$ cat config.mk
export PLATFORM = sky130hd
export DESIGN_NAME = blank_sector_filter
export DESIGN_NICKNAME = d
export VERILOG_FILES = /design/src/rtl/blank_filter_pkg.sv /design/src/rtl/bsf_tracker.sv /design/src/rtl/bsf_blank_acc.sv /design/src/rtl/bsf_par_store.sv /design/src/rtl/blank_sector_filter.sv
export SDC_FILE = /design/constraint.sdc
export NUM_CORES = 1
export LEC_CHECK = 0
export ABC_AREA = 1
export ABC_CLOCK_PERIOD_IN_PS = 2900
export BUFFER_PORTS_ARGS = -buffer_cell sky130_fd_sc_hd__buf_2
export CELL_PAD_IN_SITES_DETAIL_PLACEMENT = 0
export CELL_PAD_IN_SITES_GLOBAL_PLACEMENT = 1
export CORE_MARGIN = 4
export CORE_UTILIZATION = 45
export CTS_BUF_LIST = sky130_fd_sc_hd__clkbuf_4 sky130_fd_sc_hd__clkbuf_8
export CTS_CLUSTER_DIAMETER = 120
export DETAILED_ROUTE_END_ITERATION = 8
export GPL_ROUTABILITY_DRIVEN = 0
export PLACE_DENSITY = 0.92
export RECOVER_POWER = 50
export SYNTH_ARGS = -nofsm -noshare
export SYNTH_HDL_FRONTEND = slang
export SYNTH_SLANG_ARGS = --single-unit
$ cat constraint.sdc
create_clock -name clk -period 2.9 [get_ports clk]
set_clock_uncertainty 0.05 [all_clocks]
set_input_delay 0.145 -clock clk [delete_from_list [all_inputs] [get_ports clk]]
set_output_delay 0.145 -clock clk [all_outputs]
set_load 0.02 [all_outputs]
$ cat src/rtl/blank_filter_pkg.sv
package blank_filter_pkg;
   typedef enum logic {
      MODE_READ  = 1'b0,
      MODE_WRITE = 1'b1
   } sec_mode_e;

   function automatic logic byte_is_ones(input logic [7:0] b);
      return b == 8'hFF;
   endfunction
endpackage

$ cat src/rtl/bsf_tracker.sv
module bsf_tracker
   import blank_filter_pkg::*;
#(
   parameter int DATA_BYTES = 512,
   parameter int PAR_BYTES  = 9,
   localparam int TOTAL     = DATA_BYTES + PAR_BYTES,
   localparam int CNT_W     = $clog2(TOTAL + 1),
   localparam int SLOT_W    = (PAR_BYTES > 1) ? $clog2(PAR_BYTES) : 1
) (
   input  logic              clk,
   input  logic              rst_n,
   input  logic              vld,
   input  logic              sos,
   input  logic              mode,
   output logic              take,
   output logic              first,
   output logic              last,
   output logic              par_hit,
   output logic [SLOT_W-1:0] par_slot,
   output sec_mode_e         mode_q,
   output sec_mode_e         cur_mode,
   output logic              done
);
   logic [CNT_W-1:0] cnt;
   logic [CNT_W-1:0] idx;
   logic [CNT_W-1:0] woff;
   logic             active;

   assign first    = vld & sos;
   assign take     = vld & (sos | active);
   assign idx      = sos ? '0 : cnt;
   assign cur_mode = sos ? sec_mode_e'(mode) : mode_q;
   assign last     = take & (idx == CNT_W'(TOTAL - 1));
   assign woff     = idx - CNT_W'(DATA_BYTES);

   always_comb begin
      if (cur_mode == MODE_READ) begin
         par_hit  = take & (idx < CNT_W'(PAR_BYTES));
         par_slot = idx[SLOT_W-1:0];
      end else begin
         par_hit  = take & (idx >= CNT_W'(DATA_BYTES));
         par_slot = woff[SLOT_W-1:0];
      end
   end

   always_ff @(posedge clk or negedge rst_n) begin
      if (!rst_n) begin
         cnt    <= '0;
         active <= 1'b0;
         done   <= 1'b0;
         mode_q <= MODE_READ;
      end else if (first) begin
         cnt    <= CNT_W'(1);
         active <= 1'b1;
         done   <= 1'b0;
         mode_q <= sec_mode_e'(mode);
      end else if (take) begin
         cnt <= cnt + CNT_W'(1);
         if (last) begin
            active <= 1'b0;
            done   <= 1'b1;
         end
      end
   end
endmodule

$ cat src/rtl/bsf_blank_acc.sv
module bsf_blank_acc
   import blank_filter_pkg::*;
(
   input  logic       clk,
   input  logic       rst_n,
   input  logic       take,
   input  logic       first,
   input  logic [7:0] din,
   output logic       all_ff_d,
   output logic       all_ff_q
);
   always_comb begin
      all_ff_d = all_ff_q;
      if (take)
         all_ff_d = byte_is_ones(din) & (first | all_ff_q);
   end

   always_ff @(posedge clk or negedge rst_n) begin
      if (!rst_n) all_ff_q <= 1'b0;
      else        all_ff_q <= all_ff_d;
   end
endmodule

$ cat src/rtl/bsf_par_store.sv
module bsf_par_store #(
   parameter int                        PAR_BYTES = 9,
   parameter logic [PAR_BYTES*8-1:0]    BLANK_PAR = 72'h6FB7FF8BF458909DCD,
   parameter bit                        SUBST_EN  = 1'b1,
   localparam int                       SLOT_W    = (PAR_BYTES > 1) ? $clog2(PAR_BYTES) : 1
) (
   input  logic                   clk,
   input  logic                   rst_n,
   input  logic                   wr,
   input  logic [SLOT_W-1:0]      slot,
   input  logic [7:0]             din,
   output logic [PAR_BYTES*8-1:0] par_out
);
   logic [PAR_BYTES*8-1:0] held;
   logic [PAR_BYTES-1:0]   eq;

   for (genvar k = 0; k < PAR_BYTES; k++) begin : g_slot
      always_ff @(posedge clk or negedge rst_n) begin
         if (!rst_n)
            held[8*k +: 8] <= '0;
         else if (wr && slot == SLOT_W'(k))
            held[8*k +: 8] <= din;
      end
      assign eq[k] = held[8*k +: 8] == BLANK_PAR[8*k +: 8];
   end

   if (SUBST_EN) begin : g_subst
      assign par_out = (&eq) ? '1 : held;
   end else begin : g_pass
      assign par_out = held;
   end
endmodule

$ cat src/rtl/blank_sector_filter.sv
module blank_sector_filter
   import blank_filter_pkg::*;
#(
   parameter int                     DATA_BYTES = 512,
   parameter int                     PAR_BYTES  = 9,
   parameter logic [PAR_BYTES*8-1:0] BLANK_PAR  = 72'h6FB7FF8BF458909DCD,
   parameter bit                     SUBST_EN   = 1'b1,
   localparam int                    PAR_W      = PAR_BYTES * 8,
   localparam int                    SLOT_W     = (PAR_BYTES > 1) ? $clog2(PAR_BYTES) : 1
) (
   input  logic             clk,
   input  logic             rst_n,
   input  logic             in_vld,
   input  logic             in_sos,
   input  logic             in_mode,
   input  logic [7:0]       in_byte,
   output logic             res_done,
   output logic             res_erased,
   output logic             dec_start,
   output logic             par_vld,
   output logic [PAR_W-1:0] par_out
);
   if (PAR_BYTES < 1 || DATA_BYTES < 2) begin : g_bad_cfg
      $error("blank_sector_filter: PAR_BYTES must be >= 1 and DATA_BYTES >= 2");
   end

   logic              take, first, last, par_hit;
   logic [SLOT_W-1:0] par_slot;
   sec_mode_e         mode_q, cur_mode;
   logic              all_ff_d, all_ff_q;
   logic              start_q;

   bsf_tracker #(.DATA_BYTES(DATA_BYTES), .PAR_BYTES(PAR_BYTES)) u_track (
      .clk(clk), .rst_n(rst_n), .vld(in_vld), .sos(in_sos), .mode(in_mode),
      .take(take), .first(first), .last(last), .par_hit(par_hit),
      .par_slot(par_slot), .mode_q(mode_q), .cur_mode(cur_mode), .done(res_done)
   );

   bsf_blank_acc u_acc (
      .clk(clk), .rst_n(rst_n), .take(take), .first(first), .din(in_byte),
      .all_ff_d(all_ff_d), .all_ff_q(all_ff_q)
   );

   bsf_par_store #(.PAR_BYTES(PAR_BYTES), .BLANK_PAR(BLANK_PAR), .SUBST_EN(SUBST_EN)) u_par (
      .clk(clk), .rst_n(rst_n), .wr(par_hit), .slot(par_slot), .din(in_byte),
      .par_out(par_out)
   );

   always_ff @(posedge clk or negedge rst_n) begin
      if (!rst_n) start_q <= 1'b0;
      else        start_q <= last & (cur_mode == MODE_READ) & ~all_ff_d;
   end

   assign dec_start  = start_q;
   assign res_erased = res_done & (mode_q == MODE_READ) & all_ff_q;
   assign par_vld    = res_done & (mode_q == MODE_WRITE);
endmodule

==> results by group, run 1 <==
Clock network
  • CTS resizes: 0
  • Setup Fix Bufs, Post-CTS: 0
  • CTS Buffer Depth: 2
  • CTS tree: built
  • Hold-fix buffers at CTS: 2
  • Clock Latency Late Sink: 350 ps
  • Clk sinks: 87
  • Clk pin slew, worst setup/hold paths: 100 ps
  • H-Tree Depth: 3
  • Clock root buffer master: clkbuf_8
  • Total CTS buffers: 9

Critical path
  • CP Data Arrival Time: 2330 ps
  • Worst r2r dst: u_par.held[42]
  • Max FO, Critical Path: 53
  • Reg2Reg Setup Slack: 770 ps
  • Worst setup EP type: flip-flop
  • Max incr delay on CP: 510 ps
  • Slowest cell on crit path: dfrtp_1
  • WS Path Type: flip-flop to flip-flop
  • Worst Reg-to-Reg Cells: 9
  • Required time worst endpoint: 3100 ps
  • CP Launch Type: flip-flop
  • Worst path most repeated cell: nand2_1
  • Reg2reg start: u_track.cnt[1]
  • CP Cell Sequence: nand2_8 > nand2_4 > nand2_1 > nand3_2 > nand2_4 > buf_4 > nand3_2 > nand2_1 > nand2_1

Logic synthesis
  • Syn_area_per_cell: roughly 7.8 sq um
  • Top cells by area, synth: dfrtp_1, nand2_1, nand4_1, clkbuf_1, inv_1
  • Area leader, netlist: dfrtp_1
  • Mapped cell area: 4670 sq um
  • Post-synthesis cell count: 598
  • Sequential-to-total area share from yosys stat: roughly 47%
  • Number of synthesized flops with an enable pin: 0
  • Main flop type after synthesis: dfrtp_1
  • Post-synth top area share: 46.6%
  • Seq cells post-synth: 87
  • Ys async rst share: 100%
  • YS warnings: 0
  • Syn Nets: 612
  • Post-synth cell types: 29

Detailed routing
  • Drt via density: 5.26
  • DRC viols: 0
  • DR vias: 4065
  • Post-route ant nets: 0
  • First drt pass iteration count: 4
  • Wire length per cell: 14.8 microns
  • Routed Wire Length: 11400 microns
  • Initial drt markers: 340

Floorplan
  • Initial Util: 46.9%
  • Die Ht: between 100 and 150 microns
  • Std-Cell Rows: 36
  • Ports: 89
  • DIE AREA: ~12000 sq um
  • Placeable Area: 9950 sq um
  • Chip width: 110 microns

Hold path
  • Hold depth: 3
  • Hold_sp: in_byte[2]
  • Min-Delay Path Class: input port to flip-flop
  • WHS Endpoint: u_par.held[34]

STA
  • Fin crit share: 73.5%
  • Final hold slack: 125 ps
  • FMAX: 0.469 GHz
  • Fin. max-slew vios: 0
  • Final min period: roughly 2100 ps
  • Final Hold Viols: 0
  • Worst-Margin Slew: 1110 ps
  • Setup TNS: 0 ps
  • Final setup vio count: 0
  • RSZ-0062 raised after global routing: no
  • Slew HR: 25.9%

Global routing
  • First-pass GRT wire length: ~19000 microns
  • Met1 Track Usage GR: roughly 30%
  • Met3 Use GR: 2.99%
  • Total GRT Usage: 20.2%
  • GR Util met2: 31.6%
  • Grt total ovfl: 0
  • GRT Max-Usage Layer: met2
  • Vias in the first global route: 3882
  • Initial antenna violation count: 0
  • Largest net degree at the start of global routing: 88

Status
  • Run status: completed

Finish
  • Fin nets: about 650
  • Layout Utilization: 51.9%
  • Fillers: 1006
  • # diodes: 0
  • Share of cells above drive strength 1: 14.2%
  • Layout overhead on the synthesized area: 10.6%

Placed design
  • Port bufs: 88
  • DP HPWL: 8110 microns

Power and ir drop
  • Tot Pwr: around 4600 uW
  • IR drop worst, VDD: 390 uV
  • Leak: 0.00276 uW
  • PwrDens: 882 nW/um^2

Run
  • Max-capacitance violation count: 0
logic make-up after synthesis:
| kind of cell | count (synthesis) | share of synthesized area [%] |
|---|---|---|
| and+or+nand+nor | 369 | 39.1 |
| DFF | 87 | 46.6 |
| adders and majority gates | 1 | 0.268 |
| buffers and inverters | 123 | 11.7 |
| AOI/OAI and AO/OA | 18 | 2.31 |
metal layers:
| metal | up-vias | wire length, microns | share of wire, % |
|---|---|---|---|
| li1 | 1996 | - | - |
| met1 | 1932 | 5170 | 45 |
| met2 | 126 | 5400 | 47 |
| met3 | 11 | 752 | 6.6 |
| met4 | 0 | 121 | 1.1 |
| met5 | - | 0 | 0 |
state kept, by name (all words and copies together), names as in the netlist:
signal,count
dec_start,1
u_acc.all_ff_q,1
u_par.held,72
u_track.active,1
u_track.cnt,10
u_track.done,1
u_track.mode_q,1
stage by stage:
stage	cell area (sq um)	setup slack, ps	std cells
2_1_floorplan	4670	1340	598
3_5_place_dp	4990	440	755
4_1_cts	5220	756	773
3_3_place_gp	4990	586	755
5_1_grt	5160	540	773
6_report	5160	769	773
cell usage in the layout (no fill, tap or decap), types with 2 or more instances in the layout:
cell type      instances
a21oi_1                4
nor2_2                 3
dlygate4sd3_1          2
nand2_1              209
nand3_2                3
nor3_4                 5
nor2_1                30
clkinv_4               3
nand3_1               13
inv_2                  2
clkbuf_1              48
clkbuf_8              10
dfrtp_1               87
buf_4                 10
nor3_1                 3
o21ai_0               10
inv_1                 47
buf_2                 39
nor3_2                 3
inv_6                  2
nand2_4                4
nand4_1               92
cells in the mapped netlist (3+ instances only):
cell and number:
a21oi_1 4, inv_1 47, nand2_1 209, nand3_1 13
nor2_2 3, nand2_4 4, nor3_1 3, nand4_1 92
dfrtp_1 87, clkbuf_1 55, nor3_4 5, nor2_1 30
buf_6 9, o21ai_0 10, buf_2 8, nand3_2 3
nor3_2 3
worst max path at each step:
stage,from,to
2_1_floorplan,u_par.held[62],par_out[13]
3_3_place_gp,in_sos,u_par.held[31]
3_5_place_dp,in_sos,u_par.held[62]
4_1_cts,u_par.held[44],par_out[46]
5_1_grt,u_track.active,u_par.held[62]
6_report,u_track.cnt[1],u_par.held[42]
cell type report:
type	count	area [sq um]	area share, %
Clock inverter	6	76.3	1.48
Tap cell	133	166	3.22
Clock buffer	10	138	2.67
Sequential cell	87	2180	42.2
Inverter	50	193	3.73
Timing Repair Buffer	99	470	9.11
Multi-Input combinational cell	388	1940	37.6
power breakdown:
part           switching (uW)  internal (uW)  leakage, uW
combinational            1200            503      0.00151
sequential                340           1610      0.00114
clock                     462            436     0.000109
critical path: cells and delay by family, from the launching register on:
kind                   cells  cell delay, ps
flip-flops                 1             510
buffers and inverters      1             250
AND/OR/NAND/NOR            8            1190
Power figures use the tool's default switching activity.
==> run 2, diff against run 1 <==
--- a/config.mk
+++ b/config.mk
@@ -6,17 +6,17 @@
 export NUM_CORES = 1
 export LEC_CHECK = 0
 export ABC_AREA = 1
-export ABC_CLOCK_PERIOD_IN_PS = 2900
+export ABC_CLOCK_PERIOD_IN_PS = 2250
 export BUFFER_PORTS_ARGS = -buffer_cell sky130_fd_sc_hd__buf_2
 export CELL_PAD_IN_SITES_DETAIL_PLACEMENT = 0
 export CELL_PAD_IN_SITES_GLOBAL_PLACEMENT = 1
 export CORE_MARGIN = 4
-export CORE_UTILIZATION = 45
+export CORE_UTILIZATION = 42
 export CTS_BUF_LIST = sky130_fd_sc_hd__clkbuf_4 sky130_fd_sc_hd__clkbuf_8
 export CTS_CLUSTER_DIAMETER = 120
 export DETAILED_ROUTE_END_ITERATION = 8
 export GPL_ROUTABILITY_DRIVEN = 0
-export PLACE_DENSITY = 0.92
+export PLACE_DENSITY = 0.87
 export RECOVER_POWER = 50
 export SYNTH_ARGS = -nofsm -noshare
 export SYNTH_HDL_FRONTEND = slang
==> constraint.sdc (replaced) <==
create_clock -name clk -period 2.25 [get_ports clk]
set_clock_uncertainty 0.05 [all_clocks]
set_input_delay 0.1125 -clock clk [delete_from_list [all_inputs] [get_ports clk]]
set_output_delay 0.1125 -clock clk [all_outputs]
set_load 0.02 [all_outputs]
==> run 2 against run 1 <==
Net effect:
- total power rose by 29%
- clock power rose by 29%
- clock-buffer cell count rose by 3
- critical path depth fell by 2
- via count rose by 2.6%
- routed wire length rose by 3.5%
- combinational power rose by 31%
- largest power group unchanged
- highest routed layer unchanged
==> results by group, run 2 (synthesis results as in run 1) <==
Status
  • Run status: completed

Finish
  • Largest Register: u_par.held
  • Commonest cells after routing, fill and taps aside: nand2_1, nand4_1, dfrtp_1
  • Most common cell after layout, fill and taps aside: nand2_1
  • Final instance area: 5230 sq um (+1.3%)
  • Layout overhead on the synthesized area: 12.0%
  • Non-Filler Instances: 783 (+1.3%)
  • Fin nets: 653 (+0.62%)
  • # diodes: 0 (unchanged)
  • Largest register FFs: 72 (unchanged)
  • Share of cells above drive strength 1: 16.3% (+2.1 points)
  • Biggest regs: u_par.held: 72 flops, u_track.cnt: 10 flops

Detailed routing
  • First drt pass iteration count: 5 (+1)
  • Wire length per cell: 15.1 microns (+2.1%)
  • DR vias: 4172 (+2.6%)
  • Initial drt markers: 277 (-19%)
  • DRC viols: 0 (unchanged)
  • Routed Wire Length: 11800 microns (+3.5%)
  • Post-route ant nets: 0 (unchanged)
  • Drt via density: 5.33 (+1.3%)

STA
  • Worst-Margin Slew: 924 ps (-188 ps)
  • RSZ-0062 raised after global routing: no
  • Final min period: roughly 2000 ps
  • Final setup vio count: 0 (unchanged)
  • FMAX: 0.499 GHz
  • Final Hold Viols: 0 (unchanged)
  • Final hold slack: 109 ps (-16.3 ps)
  • Fin crit share: between 80% and 90%
  • Setup TNS: 0 ps (unchanged)
  • Slew HR: 38.4% (+13 points)
  • Fin. max-slew vios: 0 (unchanged)

Clock network
  • CTS Buffer Depth: 2 (unchanged)
  • H-Tree Depth: 3 (unchanged)
  • Clock Latency Late Sink: 360 ps (about the same)
  • Setup Fix Bufs, Post-CTS: 0 (unchanged)
  • Clk pin slew, worst setup/hold paths: 90 ps (about the same)
  • Clock root buffer master: clkbuf_8
  • Total CTS buffers: 9 (unchanged)
  • Clk sinks: 87 (unchanged)
  • CTS tree: built

Power and ir drop
  • PwrDens: 1120 nW/um^2 (+28%)
  • Leak: 0.00282 uW (+2.2%)
  • IR drop worst, VDD: 510 uV (+31%)
  • Tot Pwr: 5880 uW (+29%)

Global routing
  • Total GRT Usage: 19.0% (-1.2 points)
  • Grt total ovfl: 0 (unchanged)
  • Largest net degree at the start of global routing: 55 (-38%)
  • Initial antenna violation count: 0 (unchanged)
  • Vias in the first global route: 3790 (-2.4%)
  • First-pass GRT wire length: 19600 microns (+2.1%)

Critical path
  • CP Cell Sequence: nor2_1 > nand4_1 > nor3_1 > nand3_1 > buf_4 > nand2_1 > buf_2
  • Slowest cell on crit path: dfrtp_1
  • Required time worst endpoint: 2090 ps (-1010 ps)
  • CP top delay family: simple AND/OR/NAND/NOR gates
  • WS Path Type: flip-flop to output pin
  • Worst setup EP type: output pin
  • Worst Reg-to-Reg Cells: 7 (-2)
  • Reg2Reg Setup Slack: 300 ps (-470 ps)
  • CP Launch Type: flip-flop
  • CP Buf/Inv Count: 2 (+1)
  • Max FO, Critical Path: 20 (-62%)
  • Reg2reg start: u_track.mode_q
  • Max incr delay on CP: 410 ps (-100 ps)
  • Worst path depth: 7 (-2)
  • CP Data Arrival Time: 1840 ps (-490 ps)
  • Worst r2r dst: u_par.held[38]

Floorplan
  • Std-Cell Rows: 38 (+5.6%)
  • Placeable Area: 10800 sq um (+8.9%)
  • DIE AREA: 12900 sq um (+6.6%)
  • Die Ht: 113 microns (+3.3%)
  • Initial Util: 43.1% (-3.8 points)
  • Ports: 89 (unchanged)
  • Chip width: 113 microns (+3.3%)

Hold path
  • Hold depth: 3 (unchanged)
  • Min-Delay Path Class: input port to flip-flop
  • Hold_sp: in_byte[2]
  • WHS Endpoint: u_par.held[58]

Placed design
  • Placed Cells: 766 (+1.5%)
  • DP HPWL: 8390 microns (+3.4%)
  • Port bufs: 88 (unchanged)
  • DP Area: 5050 sq um (+1.3%)

Run
  • Max-capacitance violation count: 0 (unchanged)
[run 2: cell types whose count changed in the layout (fill, tap and decap cells not counted), sizes merged]
cell / before / now
inv: 52 / 50
clkinv: 3 / 1
clkbuf: 58 / 52
buf: 49 / 62
[run 2: timing repair]
item	4_1_cts	5_1_grt
endpoints found under the setup margin	0	1
hold buffers	2	0
gates resized for setup	0	1
endpoints found under the hold margin	36	0
[run 2: cell type report]
type | instances | area (sq um)
tap | 140 | 175
clock buffer | 13 | 173
clock inverter | 2 | 38.8
inverter | 50 | 193
multi-input combinational | 388 | 1950
sequential | 87 | 2180
timing repair buffer | 103 | 522
fill | 1120 | 5610
[run 2: how the worst max path moves through the flow]
stage              startpoint        endpoint
3_5_place_dp   u_track.cnt[1]  u_par.held[38]
6_report       u_par.held[68]      par_out[4]
3_3_place_gp   u_track.cnt[7]  u_par.held[56]
2_1_floorplan  u_track.cnt[1]  u_par.held[48]
4_1_cts        u_par.held[64]     par_out[71]
5_1_grt        u_par.held[42]     par_out[71]
[run 2: where the power goes]
part | leakage [uW] | internal, uW | switching [uW] | total, uW
combinational | 0.00157 | 666 | 1550 | 2220
sequential | 0.00114 | 2080 | 422 | 2500
clock | 0.000109 | 613 | 546 | 1160
[run 2: metrics by stage]
step                worst slack [ps]  utilization (%)
finish                           247             48.2
global route                    58.5             48.2
CTS                              180             48.8
detailed placement               259             46.6
global placement                 332             46.6
floorplan                        693                -
[run 2: worst reg2reg max path: cells and delay by family (launching register included)]
kind	cells	cell delay (ps)
DFF	1	420
buffers and inverters	1	250
and+or+nand+nor	5	810
AOI/OAI and AO/OA	1	320
[run 2: metal layers]
metal / share of wire [%] / track usage (%) / up-vias
met5: 0 / 0 / -
met1: 44 / 26.7 / 2004
met3: 8.5 / 4.30 / 14
li1: - / - / 2005
met2: 46 / 29.7 / 149
met4: 1.5 / 5.69 / 0
==> run 3, diff against run 2 <==
--- a/config.mk
+++ b/config.mk
@@ -11,12 +11,12 @@
 export CELL_PAD_IN_SITES_DETAIL_PLACEMENT = 0
 export CELL_PAD_IN_SITES_GLOBAL_PLACEMENT = 1
 export CORE_MARGIN = 4
-export CORE_UTILIZATION = 42
-export CTS_BUF_LIST = sky130_fd_sc_hd__clkbuf_4 sky130_fd_sc_hd__clkbuf_8
+export CORE_UTILIZATION = 41
+export CTS_BUF_LIST = sky130_fd_sc_hd__clkbuf_16
 export CTS_CLUSTER_DIAMETER = 120
 export DETAILED_ROUTE_END_ITERATION = 8
 export GPL_ROUTABILITY_DRIVEN = 0
-export PLACE_DENSITY = 0.87
+export PLACE_DENSITY = 0.86
 export RECOVER_POWER = 50
 export SYNTH_ARGS = -nofsm -noshare
 export SYNTH_HDL_FRONTEND = slang
==> run 3 against run 2 <==
Net effect:
- via count fell by 1.5%
- non-clock buffer count rose by 2
- sequential share of layout area decreased by 0.46 points
- first-iteration DRC count increased by 7.9%
- clock-buffer cell count decreased by 4
- critical path depth rose by 1
- fmax shrank 4.0%
- routed wire length increased by 0.47%
- cell count rose by 0.38%
- design area rose by 1.1%
- clock power grew 13%
- highest routed layer unchanged
==> results by group, run 3 (synthesis results as in run 1) <==
Floorplan
  • Chip width: 115 microns (+1.1%)
  • Placeable Area: 11000 sq um (+1.3%)
  • Initial Util: 42.5% (-0.56 points)
  • Std-Cell Rows: 38 (unchanged)
  • Die Ht: 115 microns (+1.1%)
  • DIE AREA: 13200 sq um (+2.3%)
  • Ports: 89 (unchanged)

Placed design
  • Pre-CTS WS: 203 ps (-56.3 ps)
  • DP HPWL: 8480 microns (+1.1%)
  • Port bufs: 88 (unchanged)
  • Placed Cells: 767 (+0.13%)

Clock network
  • Clock Latency Late Sink: 340 ps (-20 ps)
  • Clk pin slew, worst setup/hold paths: 60 ps (-30 ps)
  • Total CTS buffers: 9 (unchanged)
  • CTS tree: built
  • CTS Buffer Depth: 2 (unchanged)
  • H-Tree Depth: 3 (unchanged)
  • Clock root buffer master: clkbuf_16
  • Clk sinks: 87 (unchanged)

Finish
  • Layout overhead on the synthesized area: 13.3%
  • Share of cells above drive strength 1: 14.9% (-1.5 points)
  • Largest Register: u_par.held
  • # diodes: 0 (unchanged)
  • Biggest regs: u_par.held: 72 flops, u_track.cnt: 10 flops
  • Commonest cells after routing, fill and taps aside: nand2_1, nand4_1, dfrtp_1
  • Non-Filler Instances: 786 (+0.38%)
  • Fin nets: 655 (+0.31%)
  • Most common cell after layout, fill and taps aside: nand2_1
  • Largest register FFs: 72 (unchanged)

STA
  • Final setup vio count: 0 (unchanged)
  • Fin crit share: 92.8% (+3.7 points)
  • Slew HR: 34.8% (-3.6 points)
  • RSZ-0062 raised after global routing: no
  • Min setup slack post-route: 163 ps (-84.0 ps)
  • Final hold slack: 1.74 ps (-107 ps)
  • FMAX: 0.479 GHz (-4.0%)
  • Final Hold Viols: 0 (unchanged)
  • Fin. max-slew vios: 0 (unchanged)
  • Worst-Margin Slew: 978 ps (+54.2 ps)
  • Final min period: 2090 ps (+84.0 ps)
  • Setup TNS: 0 ps (unchanged)

Critical path
  • Reg2Reg Setup Slack: 160 ps (-140 ps)
  • WS Path Type: flip-flop to flip-flop
  • CP Data Arrival Time: 2260 ps (+420 ps)
  • Max FO, Critical Path: 46 (+130%)
  • CP Cell Sequence: nand2_8 > nand2_4 > nand2_1 > nand3_2 > nand2_4 > nand3_1 > nand2_1 > nand2_1
  • Reg2reg start: u_track.cnt[1]
  • CP Buf/Inv Count: 0 (-2)
  • Worst path depth: 8 (+1)
  • CP top delay family: simple AND/OR/NAND/NOR gates
  • Max incr delay on CP: 500 ps (+90 ps)
  • Slowest cell on crit path: dfrtp_1
  • Worst path most repeated cell: nand2_1
  • Required time worst endpoint: 2420 ps (+330 ps)
  • Worst Reg-to-Reg Cells: 8 (+1)
  • Worst setup EP type: flip-flop
  • CP Launch Type: flip-flop
  • Worst r2r dst: u_par.held[20]

Global routing
  • Initial antenna violation count: 0 (unchanged)
  • Largest net degree at the start of global routing: 51 (-7.3%)
  • Grt total ovfl: 0 (unchanged)
  • First-pass GRT wire length: 20000 microns (+2.2%)
  • Vias in the first global route: 3928 (+3.6%)
  • Total GRT Usage: 19.1% (+0.093 points)

Detailed routing
  • DRC viols: 0 (unchanged)
  • Initial drt markers: 299 (+7.9%)
  • First drt pass iteration count: 4 (-1)
  • Routed Wire Length: 11900 microns (+0.47%)
  • Drt via density: 5.23 (-1.9%)
  • DR vias: 4108 (-1.5%)
  • Post-route ant nets: 0 (unchanged)
  • Wire length per cell: 15.1 microns (about the same)

Hold path
  • Hold depth: 3 (unchanged)
  • Min-Delay Path Class: input port to flip-flop
  • Hold_sp: in_mode
  • WHS Endpoint: u_track.mode_q

Power and ir drop
  • PwrDens: 1140 nW/um^2 (+1.7%)
  • Tot Pwr: 6050 uW (+2.8%)
  • IR drop worst, VDD: 499 uV (-2.0%)
  • Leak: 0.00282 uW (-0.15%)

Status
  • Run status: completed

Run
  • Max-capacitance violation count: 0 (unchanged)
[run 3: changes by cell type in the layout (fill, tap and decap cells not counted), sizes merged]
cell,delta
clkinvlp,+1
dlygate4sd3,-1
buf,-7
clkinv,+4
inv,+1
bufinv,-1
clkbuf,+6
[run 3: where the power goes]
group	switching [uW]	total (uW)	internal (uW)
Combinational	1560	2220	661
Clock	584	1310	726
Sequential	428	2510	2080
Total	2580	6050	3470
[run 3: per-layer routing]
| metal | up-vias | wire length, microns | track usage [%] | share of wire, % |
|---|---|---|---|---|
| met3 | 15 | 892 | 4.49 | 7.5 |
| met1 | 1948 | 5290 | 26.7 | 44 |
| met2 | 123 | 5520 | 29.6 | 46 |
| met5 | - | 0 | 0 | 0 |
| met4 | 0 | 202 | 6.10 | 1.7 |
| li1 | 2022 | - | - | - |
[run 3: repair_timing]
action	in CTS	in global routing
gates resized for setup	0	2
endpoints found under the hold margin	37	0
endpoints found under the setup margin	0	23
hold buffers	1	0
setup buffers	0	2
[run 3: layout make-up]
class | count | area (sq um)
Inverter | 50 | 193
Tap cell | 140 | 175
Fill cell | 1111 | 5690
Sequential cell | 87 | 2180
Clock inverter | 7 | 31.3
Timing Repair Buffer | 105 | 534
Multi-Input combinational cell | 388 | 1950
Clock buffer | 9 | 225
[run 3: worst max-delay path by stage]
| stage | end | startpoint |
|---|---|---|
| floorplan | u_par.held[48] | u_track.cnt[1] |
| global placement | u_par.held[13] | u_track.cnt[1] |
| detailed placement | u_par.held[22] | u_track.cnt[1] |
| CTS | par_out[29] | u_par.held[31] |
| global route | u_par.held[39] | u_track.cnt[1] |
| finish | u_par.held[20] | u_track.cnt[1] |
[run 3: metrics by stage]
stage | util (%) | area [sq um]
final | 48.2 | 5290
after global routing | 48.2 | 5290
after CTS | 48.6 | 5340
after detailed placement | 46.2 | 5070
after global placement | 46.2 | 5070
after floorplan | - | 4670
[run 3: worst register-to-register path: stages (launching register included)]
cell     delay (ps)
dfrtp_1         500
nand2_8         170
nand2_4          80
nand2_1          90
nand3_2         100
nand2_4         360
nand3_1         380
nand2_1         180
nand2_1          60
